--- src/rtl/gpio_irq_pkg.sv ---
package gpio_irq_pkg;

   localparam logic [11:0] OFS_LEVEL  = 12'h290;
   localparam logic [11:0] OFS_SELECT = 12'h294;
   localparam logic [11:0] OFS_OE     = 12'h29C;
   localparam logic [11:0] OFS_OUT    = 12'h2A0;
   localparam logic [11:0] OFS_IN     = 12'h2A4;

   typedef enum logic [2:0] {
      REG_NONE,
      REG_LEVEL,
      REG_SELECT,
      REG_OE,
      REG_OUT,
      REG_IN
   } reg_sel_e;

   function automatic reg_sel_e decode_offset(input logic [11:0] a);
      case (a)
         OFS_LEVEL:  return REG_LEVEL;
         OFS_SELECT: return REG_SELECT;
         OFS_OE:     return REG_OE;
         OFS_OUT:    return REG_OUT;
         OFS_IN:     return REG_IN;
         default:    return REG_NONE;
      endcase
   endfunction

endpackage

--- src/rtl/gpio_sync.sv ---
module gpio_sync #(
   parameter int WIDTH = 22
) (
   input  logic             clk,
   input  logic             rst_n,
   input  logic [WIDTH-1:0] d_in,
   output logic [WIDTH-1:0] q_out
);
   logic [WIDTH-1:0] stage1_q, stage2_q;

   always_ff @(posedge clk or negedge rst_n) begin
      if (!rst_n) begin
         stage1_q <= '0;
         stage2_q <= '0;
      end else begin
         stage1_q <= d_in;
         stage2_q <= stage1_q;
      end
   end

   assign q_out = stage2_q;

   // counts edges since reset so the latency check never looks into reset
   logic [1:0] warm_q;
   always_ff @(posedge clk or negedge rst_n) begin
      if (!rst_n)               warm_q <= 2'd0;
      else if (warm_q != 2'd2)  warm_q <= warm_q + 2'd1;
   end

   assert_two_edge_latency_R4: assert property (@(posedge clk) disable iff (!rst_n)
      (warm_q == 2'd2) |-> (q_out == $past(d_in, 2)));

endmodule

--- src/rtl/gpio_regs.sv ---
module gpio_regs
   import gpio_irq_pkg::*;
#(
   parameter int PIN_COUNT = 22,
   parameter int IRQ_COUNT = 6,
   parameter int IRQ_BASE  = 8
) (
   input  logic                 clk,
   input  logic                 rst_n,
   input  logic [11:0]          bus_addr,
   input  logic [31:0]          bus_wdata,
   input  logic                 bus_we,
   output logic [31:0]          bus_rdata,
   input  logic [PIN_COUNT-1:0] pin_sync,
   output logic [PIN_COUNT-1:0] oe_q,
   output logic [PIN_COUNT-1:0] out_q,
   output logic [IRQ_COUNT-1:0] lvl_q,
   output logic [IRQ_COUNT-1:0] sel_q
);
   reg_sel_e wr_sel, rd_sel;
   logic [31:0] sel_view;

   assign wr_sel = decode_offset(bus_addr);
   assign rd_sel = wr_sel;

   always_ff @(posedge clk or negedge rst_n) begin
      if (!rst_n) begin
         oe_q  <= '0;
         out_q <= '0;
         lvl_q <= '0;
         sel_q <= '0;
      end else if (bus_we) begin
         case (wr_sel)
            REG_OE:    oe_q  <= bus_wdata[PIN_COUNT-1:0];
            REG_OUT:   out_q <= bus_wdata[PIN_COUNT-1:0];
            REG_LEVEL: lvl_q <= bus_wdata[IRQ_COUNT-1:0];
            REG_SELECT:
               for (int n = 0; n < IRQ_COUNT; n++)
                  sel_q[n] <= bus_wdata[2*(IRQ_BASE+n)];
            default: ;
         endcase
      end
   end

   // place each stored select bit at the low bit of its pin's field
   generate
      for (genvar b = 0; b < 32; b++) begin : g_selview
         if ((b % 2 == 0) && (b / 2 >= IRQ_BASE) && (b / 2 < IRQ_BASE + IRQ_COUNT)) begin : g_live
            assign sel_view[b] = sel_q[b/2 - IRQ_BASE];
         end else begin : g_zero
            assign sel_view[b] = 1'b0;
         end
      end
   endgenerate

   always_comb begin
      bus_rdata = '0;
      case (rd_sel)
         REG_OE:     bus_rdata[PIN_COUNT-1:0] = oe_q;
         REG_OUT:    bus_rdata[PIN_COUNT-1:0] = out_q;
         REG_IN:     bus_rdata[PIN_COUNT-1:0] = pin_sync;
         REG_LEVEL:  bus_rdata[IRQ_COUNT-1:0] = lvl_q;
         REG_SELECT: bus_rdata = sel_view;
         default:    bus_rdata = '0;
      endcase
   end

   assert_full_replace_R9: assert property (@(posedge clk) disable iff (!rst_n)
      (bus_we && wr_sel == REG_OUT) |=> (out_q == $past(bus_wdata[PIN_COUNT-1:0])));

   assert_stray_write_R8: assert property (@(posedge clk) disable iff (!rst_n)
      (bus_we && (wr_sel == REG_NONE || wr_sel == REG_IN)) |=>
         ($stable(oe_q) && $stable(out_q) && $stable(lvl_q) && $stable(sel_q)));

endmodule

--- src/rtl/gpio_irq_map.sv ---
module gpio_irq_map #(
   parameter int PIN_COUNT = 22,
   parameter int IRQ_COUNT = 6,
   parameter int IRQ_BASE  = 8
) (
   input  logic                 clk,
   input  logic                 rst_n,
   input  logic [PIN_COUNT-1:0] pin_sync,
   input  logic [IRQ_COUNT-1:0] sel,
   input  logic [IRQ_COUNT-1:0] lvl,
   output logic [IRQ_COUNT-1:0] irq_o
);
   generate
      for (genvar n = 0; n < IRQ_COUNT; n++) begin : g_src
         logic asserted;
         // level 1: pin high is active; level 0: pin low is active
         assign asserted = lvl[n] ? pin_sync[IRQ_BASE+n] : ~pin_sync[IRQ_BASE+n];
         assign irq_o[n] = sel[n] & asserted;

         assert_unselected_quiet_R5: assert property (@(posedge clk) disable iff (!rst_n)
            !sel[n] |-> !irq_o[n]);

         assert_active_low_inverted_R6: assert property (@(posedge clk) disable iff (!rst_n)
            (sel[n] && !lvl[n] && !pin_sync[IRQ_BASE+n]) |-> irq_o[n]);
      end
   endgenerate

endmodule

--- src/rtl/gpio_irq_ctrl.sv ---
module gpio_irq_ctrl #(
   parameter int PIN_COUNT = 22,
   parameter int IRQ_COUNT = 6,
   parameter int IRQ_BASE  = 8
) (
   input  logic                 clk,
   input  logic                 rst_n,
   input  logic [11:0]          bus_addr,
   input  logic [31:0]          bus_wdata,
   input  logic                 bus_we,
   output logic [31:0]          bus_rdata,
   input  logic [PIN_COUNT-1:0] pin_in,
   output logic [PIN_COUNT-1:0] pad_out,
   output logic [PIN_COUNT-1:0] pad_oe,
   output logic [IRQ_COUNT-1:0] irq_out
);
   localparam int LAST_SEL_BIT = 2 * (IRQ_BASE + IRQ_COUNT - 1);

   generate
      if (PIN_COUNT < 1 || PIN_COUNT > 32) begin : g_bad_pins
         $error("PIN_COUNT must lie in 1..32");
      end
      if (IRQ_COUNT < 1 || IRQ_BASE < 0 || IRQ_BASE + IRQ_COUNT > PIN_COUNT) begin : g_bad_window
         $error("interrupt window must fit inside the pins");
      end
      if (LAST_SEL_BIT > 31) begin : g_bad_select
         $error("select field of the last interrupt pin lies beyond bit 31");
      end
   endgenerate

   logic [PIN_COUNT-1:0] pin_sync;
   logic [PIN_COUNT-1:0] oe_q, out_q;
   logic [IRQ_COUNT-1:0] lvl_q, sel_q;

   gpio_sync #(.WIDTH(PIN_COUNT)) u_sync (
      .clk   (clk),
      .rst_n (rst_n),
      .d_in  (pin_in),
      .q_out (pin_sync)
   );

   gpio_regs #(.PIN_COUNT(PIN_COUNT), .IRQ_COUNT(IRQ_COUNT), .IRQ_BASE(IRQ_BASE)) u_regs (
      .clk       (clk),
      .rst_n     (rst_n),
      .bus_addr  (bus_addr),
      .bus_wdata (bus_wdata),
      .bus_we    (bus_we),
      .bus_rdata (bus_rdata),
      .pin_sync  (pin_sync),
      .oe_q      (oe_q),
      .out_q     (out_q),
      .lvl_q     (lvl_q),
      .sel_q     (sel_q)
   );

   gpio_irq_map #(.PIN_COUNT(PIN_COUNT), .IRQ_COUNT(IRQ_COUNT), .IRQ_BASE(IRQ_BASE)) u_map (
      .clk      (clk),
      .rst_n    (rst_n),
      .pin_sync (pin_sync),
      .sel      (sel_q),
      .lvl      (lvl_q),
      .irq_o    (irq_out)
   );

   assign pad_oe  = oe_q;
   assign pad_out = out_q & oe_q;

   assert_released_low_R3: assert property (@(posedge clk) disable iff (!rst_n)
      (pad_out & ~pad_oe) == '0);

endmodule

--- config.mk ---
export PLATFORM = sky130hd
export DESIGN_NAME = gpio_irq_ctrl
export DESIGN_NICKNAME = d
export VERILOG_FILES = /design/src/rtl/gpio_irq_pkg.sv /design/src/rtl/gpio_sync.sv /design/src/rtl/gpio_regs.sv /design/src/rtl/gpio_irq_map.sv /design/src/rtl/gpio_irq_ctrl.sv
export SDC_FILE = /design/constraint.sdc
export NUM_CORES = 1
export LEC_CHECK = 0
export BUFFER_PORTS_ARGS = -buffer_cell sky130_fd_sc_hd__buf_4
export CAP_MARGIN = 10
export CELL_PAD_IN_SITES_DETAIL_PLACEMENT = 1
export CELL_PAD_IN_SITES_GLOBAL_PLACEMENT = 1
export CORE_ASPECT_RATIO = 1.2
export CORE_MARGIN = 2
export CORE_UTILIZATION = 39
export CTS_CLUSTER_SIZE = 28
export DETAILED_ROUTE_END_ITERATION = 16
export PLACE_DENSITY_LB_ADDON = 0.05
export SLEW_MARGIN = 20
export SYNTH_ARGS = -nofsm -noshare
export SYNTH_HDL_FRONTEND = slang
export SYNTH_SLANG_ARGS = --single-unit
--- constraint.sdc ---
create_clock -name clk -period 1.75 [get_ports clk]
set_input_delay 0.0875 -clock clk [delete_from_list [all_inputs] [get_ports clk]]
set_output_delay 0.0875 -clock clk [all_outputs]
set_load 0.05 [all_outputs]
### Word-level counts from Yosys, hierarchy flattened

Index checks and enable logic that the tools add are counted.

| operators by class | value |
|---|---|
| reduce and logical (&&, ||, !) cells | 4 |
| mux-type cells | 10 |
| bitwise gates (word level) | 13 |
| eq/ne operators | 10 |

Operators by type and width:

| operator | count |
|---|---|
| $pmux 16 s4 | 1 |
| $eq 12x10->1 const B | 5 |
| $pmux 6 s4 | 1 |
| $and 22x22->22 | 1 |
| $pmux 3 s5 | 1 |
| $reduce_and 2->1 | 4 |
| $and 1x1->1 | 6 |
| $eq 3x2->1 const B | 2 |
| $eq 3x3->1 const B | 2 |
| $mux 1 | 6 |
| $not 1->1 | 6 |
| $mux 5 | 1 |
| $eq 3x1->1 const B | 1 |

| storage, ports and cells | value |
|---|---|
| flip-flop bits (word level) | 100 |
| output and inout port bits | 82 |
| logic and storage cells | 43 |

### Logic depth before layout (Yosys ltp)

| depth | value |
|---|---|
| word-level depth | 4 |
| depth in mapped cells | 5 |
| mapped depth without buffers | 3 |

### Modules after synthesis

Synthesis repeated with hierarchy kept, for this count alone.

| unflattened totals | value |
|---|---|
| cell total of the unflattened synthesis | 320 |
| area total of the unflattened synthesis | 4282.9 um2 |

By module, submodules not included:

| module | cells each | instances | area each (um2) |
|---|---|---|---|
| gpio_regs | 242 | 1 | 2954.1 |
| gpio_sync | 44 | 1 | 1101.1 |
| gpio_irq_ctrl | 22 | 1 | 137.6 |
| gpio_irq_map | 12 | 1 | 90.1 |

### Worst setup path after synthesis

Ideal clock, no wire load.

| timing path | value |
|---|---|
| path kind | input -> output |
| start | in bus_addr[6] |
| end | out bus_rdata[13] |
| setup slack | -0.153 ns |
| required time | 1.662 ns |
| buffers on the path | 2 |
| arrival | 1.815 ns |
| stages on the path | 5 |
| cell sequence | and4bb_2 > clkbuf_1 > nand3_1 > buf_1 > o2bb2ai_1 |

| between the ends | value |
|---|---|
| cells in the longest elaborated chain, start to end | 4 |

RTL lines:

| what | line | RTL |
|---|---|---|
| start, declared | gpio_irq_ctrl.sv:8 | `input logic [11:0] bus_addr,` |
| $eq 12x10->1 | gpio_irq_pkg.sv:19 | `case (a)` |
| $pmux 3 s5 * | gpio_irq_pkg.sv:19 |  |
| $eq 3x2->1 / $eq 3x3->1 (equally long branches) | gpio_regs.sv:58 | `case (rd_sel)` |
| $pmux 16 s4 * | gpio_regs.sv:58 |  |
| end, declared | gpio_irq_ctrl.sv:11 | `output logic [31:0] bus_rdata,` |

Mark *: on every way between the ends. The rest lies on a longest branch, timed or not.

### Worst setup path in the final report

| timing path | value |
|---|---|
| start | in bus_addr[8] |
| end | out bus_rdata[26] |

| between the ends | value |
|---|---|
| cells in the longest elaborated chain, start to end | 4 |

RTL lines:

| what | line |
|---|---|
| $eq 12x10->1 | gpio_irq_pkg.sv:19 |
| $pmux 3 s5 * | gpio_irq_pkg.sv:19 |
| $eq 3x2->1 * | gpio_regs.sv:58 |
| $mux 5 * | gpio_regs.sv:58 |

Marks and branches as above.

==> qor.txt <==
status - completed
total length of routed wires - 11.43 mm
final hold violation count - 0
Critical Path End Type - output pin
die width - 98.51 um
DRC errors left - 0
Final WS setup - 0.1480 ns
DR vias - 3156
Die Y - 117.4 um
Setup Viol. Count Final - 0
top cells by area, synth - dfrtp_1 60%, mux2_2 16%, and2_1 3.4%
Required @ worst endpoint - 1.66 ns
most frequent cells in the layout - 152 x buf_4, 100 x dfrtp_1, 58 x mux2_2
Critical Path Source Type - input port
WS Path Type - input port to output pin
setup TNS - 0 ns
Avg WL per Cell - 17.97 um
Seq/Total Area, Yosys - 59.86%
initial antenna violation count - 0
LEAKAGE - 3.085 nW
library cells used by synthesis - 26
Core Rows - 41
Yosys top cell area share - 59.86%
Antenna diodes - 0
Tcrit/Tclk final - 91.54%
Mapped Area - 4180 um2
Avg Inst Size Synth - 13.66 um2
Nets - 572
Detailed Routing Iterations Pass 1 - 4
CP Max Fanout - 26
Routed Antenna Nets - 0
pwr dens - 742.7 nW/um2
Synth warnings - 0
Congestion Overflow GR - 0
crit path DAT - 1.51 ns
Max Freq - 0.6242 GHz
initial core utilization - 39.94%
post-CTS setup buffers - 0
Core ar. - 10470 um2
Top Ports - 151
post-route minimum period - 1.602 ns
Hold WS - 0.01340 ns
PostCTS Resize Cnt - 0
Max Slew Vio Count - 0
die area - 11570 um2
number of port buffers - 136
vias in the first global route - 3474
maximum clock path buffer count - 2
post-route insts no fill - 636
global-route wire length before repair - 18.53 mm
CTS Buf Count - 9
Final Skew - 0.007509 ns
Syn-to-layout area delta - 48.01%
Via-to-Cell Ratio - 4.962
clock root buffer - clkbuf_16
clock sinks - 100
CTS tree - done
commonest non-fill, non-tap cell in the layout - buf_4
largest net degree at the start of global routing - 52
Worst-Skew Late Latency - 0.34 ns
aggregate global-route resource usage - 20.48%
dpl cells - 574
total power - 4.595 mW
Yosys reg bits - 100
area leader, netlist - dfrtp_1
drt initial violations - 70
gpl congestion - 0.7621
pre-CTS setup slack - 0.06498 ns
clock-pin transition on the worst setup and hold timing paths - 0.06 ns
RSZ-0062 raised after global routing - false
Syn Inst Count - 306
layout cell share with drive strength beyond 1 - 45.96%
DP HPWL - 7.938 mm
worst min path class - input port to flip-flop
VDD IR max - 0.0005009 V
CTS Hold Bufs - 47
H-tree Lvls - 3
max cap viols - 0
cell type report:
class	instances	area (um2)
fill	1080	4278
sequential	100	2502
timing repair buffer	202	1672
multi-input combinational	178	1540
clock buffer	9	225.2
tap	129	161.4
inverter	12	45.04
clock inverter	6	41.29
kinds of logic (layout without fill, tap and decap cells):
group	count (synthesis)	after routing	synth area share [%]
AOI/OAI and AO/OA	22	22	4.610
xor gates and xnor gates	6	6	1.257
buffers and inverters	34	229	3.981
DFF	100	100	59.86
muxes	78	78	20.62
other	1	7	0.08971
and+or+nand+nor	65	65	9.578
registers in the layout, indices dropped and copies added, names as in the netlist:
register,flops
u_regs.oe_q,22
u_regs.out_q,22
u_sync.q_out,22
u_sync.stage1_q,22
u_regs.lvl_q,6
u_regs.sel_q,6
cell usage after synthesis:
cell	number
and2_1	23
and3_1	1
and4_1	1
and4bb_2	2
buf_1	2
buf_2	10
buf_4	7
clkbuf_1	3
conb_1	1
dfrtp_1	100
inv_1	12
mux2_1	7
mux2_2	58
mux2i_1	13
nand2_1	10
nand3_1	1
nand4_1	13
nand4b_1	1
nor2_1	9
nor2b_1	1
nor3_2	1
nor4b_4	1
nor4bb_1	1
o221ai_1	9
o2bb2ai_1	13
xor2_1	6
metal layers:
metal  track usage [%]  vias to the layer above  routed length (um)
met5                 0                        -                   0
met4             6.079                        0                 166
met3             4.887                       12                 640
met2             34.86                       93                5780
met1             25.84                     1588                4845
li1                  -                     1463                   -
through the flow:
step           instance area (um2)  util, %
4_1_cts                       6187    59.12
2_1_floorplan                 4209        -
5_1_grt                       6187    59.12
6_report                      6187    59.12
3_5_place_dp                  5450    52.08
3_3_place_gp                  5450    52.08
worst max-delay path, cell delays in order:
cell     delay [ns]
buf_4          0.12
nor4b_4        0.32
buf_12         0.21
nand4_1        0.22
buf_4          0.21
nor2_1         0.11
buf_4          0.22
where the power goes:
group / internal (mW) / switching [mW] / total [mW]
clock: 0.955 / 0.852 / 1.81
sequential: 2.37 / 0.0242 / 2.39
combinational: 0.210 / 0.185 / 0.396
total: 3.53 / 1.06 / 4.59
worst paths after layout:
path	start	slack [ns]	cells after the start	endpoint
worst max-delay path	bus_addr[8]	0.15	7	bus_rdata[26]
worst min-delay path	bus_wdata[0]	0.01	2	u_regs.oe_q[0]$_DFFE_PN0P_
worst max register to register	u_regs.lvl_q[5]$_DFFE_PN0P_	0.93	1	u_regs.lvl_q[5]$_DFFE_PN0P_
worst min register to register	u_sync.stage1_q[19]$_DFF_PN0_	0.35	0	u_sync.q_out[19]$_DFF_PN0_
max in group asynchronous	rst_n	0.86	3	u_sync.q_out[4]$_DFF_PN0_
min in group asynchronous	rst_n	0.24	2	u_regs.lvl_q[3]$_DFFE_PN0P_
Power figures use the tool's default switching activity.
